`config.mk`:
```
export PLATFORM = sky130hd
export DESIGN_NAME = mt_timer
export DESIGN_NICKNAME = d
export VERILOG_FILES = /design/src/rtl/mt_pkg.sv /design/src/rtl/mt_prescaler.sv /design/src/rtl/mt_tcounter.sv /design/src/rtl/mt_match_chan.sv /design/src/rtl/mt_timer.sv
export SDC_FILE = /design/constraint.sdc
export NUM_CORES = 1
export LEC_CHECK = 0
export BUFFER_PORTS_ARGS = -buffer_cell sky130_fd_sc_hd__buf_2
export CAP_MARGIN = 5
export CELL_PAD_IN_SITES_DETAIL_PLACEMENT = 1
export CELL_PAD_IN_SITES_GLOBAL_PLACEMENT = 1
export CORE_UTILIZATION = 45
export CTS_CLUSTER_DIAMETER = 30
export DETAILED_ROUTE_END_ITERATION = 8
export GPL_ROUTABILITY_DRIVEN = 0
export PLACE_DENSITY = 0.82
export SYNTH_ARGS = -nofsm -noshare
export SYNTH_HDL_FRONTEND = slang
export SYNTH_SLANG_ARGS = --single-unit
export TNS_END_PERCENT = 1
```
`constraint.sdc`:
```
create_clock -name clk -period 6.19 [get_ports clk]
set_input_delay 0.619 -clock clk [delete_from_list [all_inputs] [get_ports clk]]
set_output_delay 0.619 -clock clk [all_outputs]
set_load 0.02 [all_outputs]
```
`src/rtl/mt_pkg.sv`:
```
// Package: shared constants and types for the prescaled match timer.
// Assumes byte addressing with 4-byte register spacing.
package mt_pkg;
    localparam logic [7:0] OFS_FLAG = 8'h00;
    localparam logic [7:0] OFS_CTRL = 8'h04;
    localparam logic [7:0] OFS_TC   = 8'h08;
    localparam logic [7:0] OFS_PR   = 8'h0C;
    localparam logic [7:0] OFS_PC   = 8'h10;
    localparam logic [7:0] OFS_ACT  = 8'h14;
    localparam logic [7:0] OFS_TGT0 = 8'h18;

    localparam int CTRL_RUN_BIT  = 0;
    localparam int CTRL_HOLD_BIT = 1;
    localparam int ACT_BITS      = 3;

    // Per-channel action bits; bit 0 interrupt, bit 1 wrap, bit 2 halt.
    typedef struct packed {
        logic halt;
        logic wrap;
        logic irq;
    } mt_act_t;
endpackage

```
`src/rtl/mt_prescaler.sv`:
```
// Module: divider counter. Counts enabled clocks and raises `tick` in the
// clock where its value equals `limit`. Assumes hold overrides a bus load.
module mt_prescaler #(
    parameter int W = 32
) (
    input  logic         clk,
    input  logic         rst_n,
    input  logic         cnt_en,
    input  logic         hold,
    input  logic         ld,
    input  logic [W-1:0] ld_val,
    input  logic [W-1:0] limit,
    output logic [W-1:0] pc,
    output logic         tick
);
    // Terminal-count detection.
    assign tick = cnt_en && (pc == limit);

    // Divider counter update: hold, load, restart, or increment.
    always_ff @(posedge clk) begin
        if (!rst_n)      pc <= '0;
        else if (hold)   pc <= '0;
        else if (ld)     pc <= ld_val;
        else if (tick)   pc <= '0;
        else if (cnt_en) pc <= pc + 1'b1;
    end
endmodule

```
`src/rtl/mt_tcounter.sv`:
```
// Module: main counter. Steps on each divider tick unless a channel asks
// for a wrap to zero or a halt. Assumes wrap has priority over halt.
module mt_tcounter #(
    parameter int W = 32
) (
    input  logic         clk,
    input  logic         rst_n,
    input  logic         hold,
    input  logic         ld,
    input  logic [W-1:0] ld_val,
    input  logic         tick,
    input  logic         wrap,
    input  logic         halt,
    output logic [W-1:0] tc
);
    // Main counter update.
    always_ff @(posedge clk) begin
        if (!rst_n)    tc <= '0;
        else if (hold) tc <= '0;
        else if (ld)   tc <= ld_val;
        else if (tick) begin
            if (wrap)      tc <= '0;
            else if (halt) tc <= tc;
            else           tc <= tc + 1'b1;
        end
    end
endmodule

```
`src/rtl/mt_match_chan.sv`:
```
// Module: one compare channel. Detects a hit on a divider tick, requests
// actions and keeps the interrupt flag. Assumes set beats clear.
module mt_match_chan #(
    parameter int W = 32
) (
    input  logic           clk,
    input  logic           rst_n,
    input  logic [W-1:0]   tc,
    input  logic [W-1:0]   target,
    input  logic           tick,
    input  mt_pkg::mt_act_t act,
    input  logic           flag_clr,
    output logic           hit,
    output logic           wrap_req,
    output logic           halt_req,
    output logic           flag
);
    // Compare on the tick so that each target value gives one event.
    assign hit      = tick && (tc == target);
    assign wrap_req = hit && act.wrap;
    assign halt_req = hit && act.halt;

    // Sticky interrupt flag; a new event beats a same-cycle clear.
    always_ff @(posedge clk) begin
        if (!rst_n) flag <= 1'b0;
        else        flag <= (flag && !flag_clr) || (hit && act.irq);
    end
endmodule

```
`src/rtl/mt_timer.sv`:
```
// Module: top of the prescaled match timer. Holds the register file,
// decodes the bus and ties the divider, counter and channels together.
// Assumes single-cycle writes and a combinational read path.
module mt_timer #(
    parameter int W      = 32,
    parameter int NCH    = 4,
    parameter int ADDR_W = 8
) (
    input  logic              clk,
    input  logic              rst_n,
    input  logic              bus_sel,
    input  logic              bus_wr,
    input  logic [ADDR_W-1:0] bus_addr,
    input  logic [W-1:0]      bus_wdata,
    output logic [W-1:0]      bus_rdata,
    output logic              irq,
    output logic [NCH-1:0]    match_evt
);
    import mt_pkg::*;

    localparam int ACT_W = ACT_BITS * NCH;
    localparam logic [ADDR_W-1:0] A_FLAG = ADDR_W'(OFS_FLAG);
    localparam logic [ADDR_W-1:0] A_CTRL = ADDR_W'(OFS_CTRL);
    localparam logic [ADDR_W-1:0] A_TC   = ADDR_W'(OFS_TC);
    localparam logic [ADDR_W-1:0] A_PR   = ADDR_W'(OFS_PR);
    localparam logic [ADDR_W-1:0] A_PC   = ADDR_W'(OFS_PC);
    localparam logic [ADDR_W-1:0] A_ACT  = ADDR_W'(OFS_ACT);

    logic             wr;
    logic             run_q, hold_q, cnt_en, tick;
    logic [W-1:0]     pr_q, pc_q, tc_q;
    logic [ACT_W-1:0] act_q;
    logic [W-1:0]     tgt_q [NCH];
    logic [NCH-1:0]   hit, wrap_req, halt_req, flag, tgt_wr;
    logic             any_wrap, any_halt;

    assign wr       = bus_sel && bus_wr;
    assign cnt_en   = run_q && !hold_q;
    assign any_wrap = |wrap_req;
    assign any_halt = |halt_req;

    // Control register: run bit (cleared by a halting event) and hold bit.
    always_ff @(posedge clk) begin
        if (!rst_n) begin
            run_q  <= 1'b0;
            hold_q <= 1'b0;
        end else begin
            if (any_halt)                    run_q <= 1'b0;
            else if (wr && bus_addr == A_CTRL) run_q <= bus_wdata[CTRL_RUN_BIT];
            if (wr && bus_addr == A_CTRL)    hold_q <= bus_wdata[CTRL_HOLD_BIT];
        end
    end

    // Divider limit and action control registers.
    always_ff @(posedge clk) begin
        if (!rst_n) begin
            pr_q  <= '0;
            act_q <= '0;
        end else begin
            if (wr && bus_addr == A_PR)  pr_q  <= bus_wdata;
            if (wr && bus_addr == A_ACT) act_q <= bus_wdata[ACT_W-1:0];
        end
    end

    mt_prescaler #(.W(W)) u_div (
        .clk    (clk),
        .rst_n  (rst_n),
        .cnt_en (cnt_en),
        .hold   (hold_q),
        .ld     (wr && bus_addr == A_PC),
        .ld_val (bus_wdata),
        .limit  (pr_q),
        .pc     (pc_q),
        .tick   (tick)
    );

    mt_tcounter #(.W(W)) u_cnt (
        .clk    (clk),
        .rst_n  (rst_n),
        .hold   (hold_q),
        .ld     (wr && bus_addr == A_TC),
        .ld_val (bus_wdata),
        .tick   (tick),
        .wrap   (any_wrap),
        .halt   (any_halt),
        .tc     (tc_q)
    );

    for (genvar n = 0; n < NCH; n++) begin : g_chan
        localparam logic [ADDR_W-1:0] A_TGT = ADDR_W'(OFS_TGT0 + 4 * n);
        assign tgt_wr[n] = wr && bus_addr == A_TGT;

        // Target register for this channel.
        always_ff @(posedge clk) begin
            if (!rst_n)         tgt_q[n] <= '0;
            else if (tgt_wr[n]) tgt_q[n] <= bus_wdata;
        end

        mt_match_chan #(.W(W)) u_ch (
            .clk      (clk),
            .rst_n    (rst_n),
            .tc       (tc_q),
            .target   (tgt_q[n]),
            .tick     (tick),
            .act      (mt_act_t'(act_q[ACT_BITS*n +: ACT_BITS])),
            .flag_clr (wr && bus_addr == A_FLAG && bus_wdata[n]),
            .hit      (hit[n]),
            .wrap_req (wrap_req[n]),
            .halt_req (halt_req[n]),
            .flag     (flag[n])
        );
    end

    assign match_evt = hit;
    assign irq       = |flag;

    // Read multiplexer; unmapped offsets read zero.
    always_comb begin
        bus_rdata = '0;
        if (bus_addr == A_FLAG) bus_rdata = W'(flag);
        if (bus_addr == A_CTRL) bus_rdata = W'({hold_q, run_q});
        if (bus_addr == A_TC)   bus_rdata = tc_q;
        if (bus_addr == A_PR)   bus_rdata = pr_q;
        if (bus_addr == A_PC)   bus_rdata = pc_q;
        if (bus_addr == A_ACT)  bus_rdata = W'(act_q);
        for (int n = 0; n < NCH; n++)
            if (bus_addr == ADDR_W'(OFS_TGT0 + 4 * n)) bus_rdata = tgt_q[n];
    end
endmodule

```
==> metrics.txt, run 1 <==
outcome finished, final reports clean; Worst Tran Pin Value 1.30 ns; most common cell in the synthesized netlist nand2_1; CP Capture Type output port; Synth Warn # 0; Post-synth EDFFs 128; Hold Fails Final Rpt 0; Post-synth top cells 172 x nand2_1, 145 x xnor2_1, 135 x and2_1; pre-CTS setup slack 2.05 ns; Clock Pin Slew Worst Setup and Hold Paths 0.05 ns; post-synthesis simple-gate area fraction 0.239; cts hold-fix bufs 0; Die W ~180 um; Die Span Y roughly 180 um; fin crit share 0.701; total negative slack 0 ns; Distinct cells, synth 63; CTS tree yes; Pre-antenna DRT Iters 7; Worst Hold Class in2reg; XOR/XNOR share of the synthesized area 0.107; CP required 5.57 ns; VDD IR max roughly 200 uV; WL final 66.0 mm; Yosys reg bits 242; Die ar. 0.0329 mm2; Synth top area share 0.265; crit path launch type primary input; # nets final 1,686; Clock Tree Buf Depth 3; net count after synthesis 1,665; P_leak 0.00614 uW; Compound-Gate Fraction of Synth Area 0.144; Crit Path Max Fanout roughly 40; post-DR vias/cell 7.00; TritonCTS Buffers 61; largest family of logic cells by synthesized area simple AND/OR/NAND/NOR gates; Top FF cell, synth edfxtp_1; largest cells by area after synthesis edfxtp_1 27%, dfxtp_1 16%, xnor2_1 8.8%, and2_1 5.8%, nand2_1 4.5%; adder-cell area share of the yosys netlist 0.00173; wire per inst 31.5 um; DRT iter0 DRCs about 2,200; cell area power density around 310 mW/mm2; post-cts resize count 0; RSZ-0062 raised after global routing false; Clk Latency, worst-skew pair 0.61 ns; final max-slew violation count 0; largest net degree at the start of global routing 51; Clock Skew 0.0207 ns; Overflow after GRT 0; area leader, netlist edfxtp_1; Core ar. ~0.032 mm2; vias 14,600; Mapped Cells 1,619; setup bufs post-CTS 0; Final Util 0.543; Netlist Area Pre-Place 0.0145 mm2; Async SR Flop Fraction 0; CTS sink cnt 242; mux contribution to synthesized area 0.0385; initial antenna violation count 2; CP Class in2out; H-tree depth 2; average footprint of a synthesized cell 8.94 um2; max cap viols 0; Slew Limit Headroom 0.128; Filler cells 3,537; Initial Utilization 0.458; vias in the first global route 14,800; Total GRT Usage 0.400; Boundary Pins roughly 80; setup violators final 0; clk root buf clkbuf_16; layout overhead on the synthesized area 18.6%; sequential area share after synthesis 0.423; Tmin final 4.34 ns; Worst Path Arrival 3.72 ns; # rows 65; DP HPWL between 40 and 50 mm; # DRC 0; fraction of layout cells with a size suffix above 1 0.146; I/O Buffers 80; global-route wire length before repair 97.0 mm; f_max between 200 and 250 MHz; antenna viol nets, final 0; worst setup margin 1.85 ns
[registers in the layout (all words and copies together) (netlist names)]
register and cells:
hold_q 1, run_q 1, tgt_q 128, pr_q 32, u_div.pc 32, g_chan.u_ch.flag 4
act_q 12, u_cnt.tc 32
[critical path, stage by stage]
cell and delay (ns):
buf_4 0.46, buf_4 0.66, and3_1 0.89, a222oi_1 0.30, nand2_1 0.15, o21ai_0 0.09
a22oi_1 0.22, a221o_1 0.14, buf_2 0.16
[per-layer routing]
| metal | track usage | up-vias | part of all wire |
|---|---|---|---|
| li1 | - | 5951 | - |
| met4 | 0.268 | 0 | 0.078 |
| met3 | 0.108 | 341 | 0.13 |
| met2 | 0.617 | 1195 | 0.44 |
| met5 | 0 | - | 0 |
| met1 | 0.490 | 7161 | 0.35 |
[where the power goes]
group / switching (uW) / total [uW] / internal (uW)
clock: 1060 / 3350 / 2290
combinational: 170 / 241 / 70.6
sequential: 54.0 / 1790 / 1740
total: 1280 / 5380 / 4100
[kinds of logic (layout without fill, tap and decap cells)]
group | Yosys count | after routing
AND/OR/NAND/NOR | 658 | 658
other | 0 | 1
flip-flops | 242 | 242
buffers and inverters | 157 | 228
XOR/XNOR | 177 | 177
AO/OA/AOI/OAI | 329 | 329
adder cells (fa/ha/maj) | 2 | 2
multiplexers | 54 | 54
[layout by cell type, fill, tap and decap left out, types with 32 or more instances in the layout]
| master | instances |
|---|---|
| xor2_1 | 32 |
| clkbuf_16 | 64 |
| dfxtp_1 | 114 |
| and2_1 | 135 |
| nor2_1 | 73 |
| a21oi_1 | 102 |
| a31oi_1 | 42 |
| buf_2 | 79 |
| o21ai_0 | 61 |
| edfxtp_1 | 128 |
| nand4_1 | 50 |
| nand3_1 | 84 |
| mux2i_1 | 41 |
| nand2_1 | 172 |
| and3_1 | 32 |
| nor3_1 | 32 |
| xnor2_1 | 145 |
[worst paths after layout]
check        cells past startpoint  slack (ns)                 startpoint                        end
min reg2reg                      2        0.49      act_q[6]$_SDFFE_PN0P_      act_q[6]$_SDFFE_PN0P_
min                              3        0.38              bus_wdata[13]      pr_q[13]$_SDFFE_PN0P_
max reg2reg                      9        2.15  u_cnt.tc[11]$_SDFFE_PP0P_  u_cnt.tc[19]$_SDFFE_PP0P_
max                              9        1.85                bus_addr[2]               bus_rdata[8]
[area by class of cell]
cell class	count	area, um2	share of cell area
Sequential cell	242	6130	0.357
Timing Repair Buffer	109	621	0.0361
Tap cell	402	503	0.0293
Multi-Input combinational cell	1220	7760	0.452
Antenna cell	1	2.50	0.000146
Inverter	6	22.5	0.00131
Clock inverter	37	448	0.0261
Clock buffer	76	1700	0.0988
[through the flow]
stage	total power (uW)	cell area, um2	std cells	hold WS (ns)
after CTS	5360	17200	2092	0.360
final	5380	17200	2093	0.376
after detailed placement	2040	15000	1979	0.482
after floorplan	1910	14500	1619	0.448
after global placement	2030	15000	1979	0.468
after global routing	5460	17200	2092	0.388
Note: power is estimated with default switching activity, not from simulation.
==> inputs of run 2 (changes only) <==
--- a/config.mk
+++ b/config.mk
@@ -5,6 +5,7 @@
 export SDC_FILE = /design/constraint.sdc
 export NUM_CORES = 1
 export LEC_CHECK = 0
+export ABC_AREA = 1
 export BUFFER_PORTS_ARGS = -buffer_cell sky130_fd_sc_hd__buf_2
 export CAP_MARGIN = 5
 export CELL_PAD_IN_SITES_DETAIL_PLACEMENT = 1
@@ -13,7 +14,7 @@
 export CTS_CLUSTER_DIAMETER = 30
 export DETAILED_ROUTE_END_ITERATION = 8
 export GPL_ROUTABILITY_DRIVEN = 0
-export PLACE_DENSITY = 0.82
+export PLACE_DENSITY = 0.85
 export SYNTH_ARGS = -nofsm -noshare
 export SYNTH_HDL_FRONTEND = slang
 export SYNTH_SLANG_ARGS = --single-unit
==> constraint.sdc (replaced) <==
create_clock -name clk -period 4 [get_ports clk]
set_input_delay 0.4 -clock clk [delete_from_list [all_inputs] [get_ports clk]]
set_output_delay 0.4 -clock clk [all_outputs]
set_load 0.02 [all_outputs]
==> metrics.txt, run 2 <==
max reg flops 128 (unchanged); post-DR vias/cell 6.09 (-13%); average footprint of a synthesized cell 7.20 um2 (-20%); cell area power density 460 mW/mm2 (+47%); CP required 3.60 ns (-1.97 ns); reg2reg start u_cnt.tc[0]$_SDFFE_PP0P_; Hold Fails Final Rpt 0 (unchanged); max cap viols 0 (unchanged); DRT iter0 DRCs 1,690 (-22%); Post-synth top cells 548 x nand2_1, 318 x nor2_1, 178 x inv_1; setup bufs post-CTS 0 (unchanged); Worst Path Arrival 3.28 ns (-0.44 ns); commonest non-fill, non-tap cells in the layout 548 x nand2_1, 313 x nor2_1, 178 x inv_1; Pre-antenna DRT Iters 5 (-2); # nets final 2,280 (+35%); area leader, netlist edfxtp_1; CP Class reg2out; CP Capture Type output port; layout overhead on the synthesized area 18.6% (about the same); Top FF cell, synth edfxtp_1; Yosys reg bits 242 (unchanged); Die ar. 0.0356 mm2 (+8.2%); CTS tree yes; Boundary Pins 81 (unchanged); Total GRT Usage 0.372 (-0.0275); outcome finished, final reports clean; post-route cell area 0.0186 mm2 (+8.2%); Clock Tree Buf Depth 3 (unchanged); Final Util 0.549 (+0.00587); VDD IR max 361 uV (+83%); Worst Tran Pin Value 1.09 ns (-0.210 ns); largest net degree at the start of global routing 65 (+27%); Post-synth EDFFs 128 (unchanged); Synth top area share 0.245 (-0.0202); vias in the first global route 17,400 (+18%); total negative slack 0 ns (unchanged); most common cell in the synthesized netlist nand2_1; DP HPWL 47.2 mm (+7.6%); Setup crit start u_cnt.tc[22]$_SDFFE_PP0P_; Crit Path Max Fanout 8 (-80%); net count after synthesis 2,224 (+34%); Clock Pin Slew Worst Setup and Hold Paths 0.04 ns (about the same); fin crit share 0.919; Tmin final 3.68 ns; vias 16,700 (+14%); fraction of layout cells with a size suffix above 1 0.146 (+0.000417); # rows 67 (+3.1%); Netlist Area Pre-Place 0.0157 mm2 (+8.2%); Core ar. 0.0339 mm2 (+7.1%); commonest non-fill, non-tap cell in the layout nand2_1; Clock Skew 0.0256 ns (+0.00488 ns); antenna viol nets, final 0 (unchanged); clk root buf clkbuf_16; initial antenna violation count 0 (-2); final max-slew violation count 0 (unchanged); setup violators final 0 (unchanged); Die Span Y 189 um (+4.0%); post-cts resize count 0 (unchanged); global-route wire length before repair 101 mm (+3.9%); Die W 189 um (+4.0%); RSZ-0062 raised after global routing false; H-tree depth 3 (+1); Worst Hold Class in2reg; Slew Limit Headroom 0.267 (+0.139); largest register by flop count tgt_q; I/O Buffers 80 (unchanged); Clk Latency, worst-skew pair 0.59 ns (-0.02 ns); wire per inst 24.4 um (-23%); Hold Startpoint bus_wdata[16]; Distinct cells, synth 47 (-25%); TritonCTS Buffers 68 (+11%); n_diodes 0 (-1); crit path launch type flip-flop; Async SR Flop Fraction 0 (unchanged); WL final 66.8 mm (+1.2%); Placed Area 0.0163 mm2 (+8.3%); Mapped Cells 2,178 (+35%); largest cells by area after synthesis edfxtp_1 25%, dfxtp_1 15%, nand2_1 13%, xor2_1 7.9%, nor2_1 7.6%; sequential area share after synthesis 0.391 (-0.0322); P_leak 0.00798 uW (+30%); Initial Utilization 0.463 (+0.00510); cts hold-fix bufs 0 (unchanged); Overflow after GRT 0 (unchanged); # DRC 0 (unchanged); Synth Warn # 0 (unchanged); f_max about 270 MHz; CTS sink cnt 242 (unchanged)
[run 2: cell types whose count changed in the layout (fill, tap and decap cells not counted), sizes merged, moves of 18 or more]
cell,previous run,this run
nand2,172,557
nor2,78,341
inv,8,213
xnor2,145,1
and2,135,1
xor2,32,142
mux2i,41,0
and3,33,1
nand3,85,111
clkbuf,76,97
nor4,29,9
o21ai,73,92
a22oi,18,0
[run 2: kinds of logic after synthesis]
group | after synthesis | synth area share
flip-flops | 242 | 0.391
adder cells (fa/ha/maj) | 2 | 0.00160
XOR/XNOR | 143 | 0.0799
AND/OR/NAND/NOR | 1147 | 0.316
AO/OA/AOI/OAI | 307 | 0.118
buffers and inverters | 337 | 0.0935
[run 2: worst paths after layout]
check / endpoint / slack (ns) / cells after the start
worst max-delay path: match_evt[1] / 0.32 / 9
worst min-delay path: u_div.pc[16]$_SDFFE_PP0P_ / 0.13 / 3
worst max register to register: u_cnt.tc[30]$_SDFFE_PP0P_ / 0.56 / 14
worst min register to register: g_chan[3].u_ch.flag$_SDFF_PN0_ / 0.48 / 2
[run 2: metrics by stage]
stage	power [uW]	setup WS [ns]	hold slack [ns]	instances
2_1_floorplan	2920	0.253	0.439	2178
3_3_place_gp	3050	0.911	0.458	2612
3_5_place_dp	3060	0.801	0.463	2612
4_1_cts	8560	0.471	0.123	2736
5_1_grt	8710	0.314	0.137	2736
6_report	8550	0.323	0.126	2736
[run 2: cell type report]
cell class                      count  area [um2]
Clock buffer                       97        1990
Clock inverter                     27         323
Fill cell                        4257       15300
Inverter                          214         808
Multi-Input combinational cell   1599        8150
Sequential cell                   242        6130
Tap cell                          448         561
Timing Repair Buffer              109         631
[run 2: where the power goes]
part / internal (uW) / total [uW] / switching (uW)
Clock: 3820 / 5510 / 1690
Sequential: 2690 / 2750 / 58.7
Combinational: 72.9 / 289 / 216
[run 2: worst max-delay path, cell delays in order (launching register included)]
cell     delay [ns]
dfxtp_1        0.61
inv_1          0.25
nand2_1        0.11
nand2_1        0.06
nor2_1         0.11
nand2_1        0.06
nor2_1         0.12
nand2_1        0.16
nor4_1         0.90
buf_2          0.31
[run 2: routing by layer]
metal,vias up,share of wire,track usage
met2,892,0.47,0.630
met4,0,0.076,0.247
met5,-,0,0
li1,7300,-,-
met3,307,0.071,0.0615
met1,8159,0.38,0.433
==> inputs of run 3 (changes only) <==
==> constraint.sdc (replaced) <==
create_clock -name clk -period 4 [get_ports clk]
set_input_delay 0.4 -clock clk [delete_from_list [all_inputs] [get_ports clk]]
set_output_delay 0.4 -clock clk [all_outputs]
set_load 0.01 [all_outputs]
==> metrics.txt, run 3 (synthesis gave the netlist of run 2 again) <==
antenna viol nets, final 0 (unchanged); CTS sink cnt 242 (unchanged); Die W 189 um (unchanged); VDD IR max 315 uV (-13%); n_diodes 0 (unchanged); CP required 3.60 ns (about the same); Filler cells 4,217 (-0.94%); largest register by flop count tgt_q; # DRC 0 (unchanged); P_leak 0.00805 uW (+0.82%); WL final 69.2 mm (+3.6%); setup bufs post-CTS 0 (unchanged); CTS tree yes; Clk Latency, worst-skew pair 0.57 ns (-0.02 ns); Clock Pin Slew Worst Setup and Hold Paths 0.04 ns (about the same); reg2reg start u_cnt.tc[19]$_SDFFE_PP0P_; vias 17,000 (+2.1%); Core ar. 0.0339 mm2 (unchanged); reg2reg path depth 15 (+1); pre-CTS setup slack 0.744 ns (-0.0575 ns); DP HPWL 47.5 mm (+0.50%); Clock Power Share 0.659 (+0.014); # rows 67 (unchanged); internal power 7000 uW (+6.3%); crit path launch type flip-flop; f_max 281 MHz (+3.2%); I/O Buffers 80 (unchanged); Clock Tree Buf Depth 3 (unchanged); wire per inst 25.3 um (+3.5%); r2r endpoint u_cnt.tc[2]$_SDFFE_PP0P_; # nets final 2,288 (+0.35%); Worst Tran Pin Value 0.914 ns (-0.179 ns); layout overhead on the synthesized area 19.5%; area of the multi-input gates 0.00815 mm2 (unchanged); cell area power density 477 mW/mm2 (+3.5%); post-cts resize count 0 (unchanged); Crit Path Max Fanout 7 (-1); Total GRT Usage 0.387 (+0.0151); Final Util 0.553 (+0.00447); H-tree depth 3 (unchanged); Pre-antenna DRT Iters 6 (+1); DRT iter0 DRCs 1,556 (-7.9%); CP Class reg2out; Boundary Pins 81 (unchanged); CP cell instances xor2_1 > nor2_1 > nand2_1 > nor2_1 > nand2_1 > nor4_1 > buf_2; final max-slew violation count 0 (unchanged); Die ar. 0.0356 mm2 (unchanged); Tmin final 3.56 ns (-0.113 ns); Slew Limit Headroom 0.387 (+0.120); CP peak stage delay 0.83 ns (-0.07 ns); clk root buf clkbuf_16; Die Span Y 189 um (unchanged); cts hold-fix bufs 0 (unchanged); initial antenna violation count 0 (unchanged); fraction of layout cells with a size suffix above 1 0.145 (-0.00106); fin crit share 0.891 (-0.0282); post-DR vias/cell 6.21 (+2.0%); vias in the first global route 18,000 (+3.5%); TritonCTS Buffers 68 (unchanged); delay-heaviest family, CP simple AND/OR/NAND/NOR gates; Final Non-Filler Cells 2,739 (+0.11%); register area 0.00613 mm2 (unchanged); hold depth 3 (unchanged); CP Capture Type output port; Clock Skew 0.0274 ns (+0.00185 ns); Placed Area 0.0163 mm2 (+0.29%); Overflow after GRT 0 (unchanged); commonest non-fill, non-tap cell in the layout nand2_1; total negative slack 0 ns (unchanged); Worst Hold Class in2reg; Initial Utilization 0.463 (unchanged); Hold Fails Final Rpt 0 (unchanged); worst setup margin 0.436 ns (+0.113 ns); sequential fraction of design power 0.308 (-0.014); CP max-delay cell nor4_1; WP buf/inv 1 (-1); RSZ-0062 raised after global routing false; Switch Pwr 1930 uW (-2.0%); Hold Path End u_div.pc[16]$_SDFFE_PP0P_; commonest non-fill, non-tap cells in the layout 548 x nand2_1, 313 x nor2_1, 178 x inv_1; DP Cell Count 2,620 (+0.31%); max reg flops 128 (unchanged); Reg2Reg Setup Slack 0.74 ns (+0.18 ns); max cap viols 0 (unchanged); setup violators final 0 (unchanged); Combinational Power Share 0.033 (about the same); Worst Path Arrival 3.16 ns (-0.12 ns); largest net degree at the start of global routing 57 (-12%); post-route cell area 0.0187 mm2 (+0.81%); sw frac 0.216 (-0.0140); global-route wire length before repair 104 mm (+3.4%); outcome finished, final reports clean; Hold Startpoint bus_wdata[16]
## run 3: power by group through the flow
stage	logic [uW]	registers [uW]	clock network [uW]
after global routing	306	2750	6020
after floorplan	145	2770	0
after CTS	282	2750	5890
final	291	2750	5890
after global placement	265	2780	0
after detailed placement	273	2790	0
## run 3: layout make-up
cell class	count	area share
clock buffer	86	0.0982
inverter	214	0.0431
multi-input combinational	1599	0.435
timing repair buffer	117	0.0362
tap	448	0.0299
clock inverter	33	0.0309
sequential	242	0.327
## run 3: per-layer routing
metal,up-vias,GRT usage,share of wire
met5,-,0,0
met4,0,0.309,0.083
met3,344,0.0726,0.084
met2,1013,0.639,0.47
met1,8341,0.440,0.36
li1,7313,-,-
## run 3: worst max path at each step
stage,from,to,slack [ns],cells after the start
after floorplan,bus_addr[0],tgt_q[2][0]$_SDFFCE_PN0P_,0.25,5
after global placement,bus_addr[6],bus_rdata[5],0.96,11
after detailed placement,bus_addr[6],bus_rdata[8],0.74,11
after CTS,u_cnt.tc[24]$_SDFFE_PP0P_,match_evt[3],0.53,7
after global routing,u_cnt.tc[6]$_SDFFE_PP0P_,match_evt[3],0.44,9
final,u_cnt.tc[24]$_SDFFE_PP0P_,match_evt[3],0.44,7
## run 3: worst reg2reg max path: stages, from the launching register on
cell     delay (ns)
dfxtp_1        0.63
inv_1          0.26
nand2_1        0.13
nand2_1        0.07
nor2_1         0.11
nand2_1        0.08
nor2_1         0.17
nand2_1        0.17
nor2_1         0.38
nand4_1        0.14
nand4_1        0.13
nand2_2        0.08
nand2_4        0.47
nand3_1        0.18
nand2_1        0.11
nor2_1         0.05
## run 3: per-stage QoR
step                power (uW)  hold slack (ns)
finish                    8930            0.152
global route              9080            0.154
CTS                       8930            0.141
detailed placement        3060            0.457
global placement          3050            0.449
floorplan                 2920            0.439
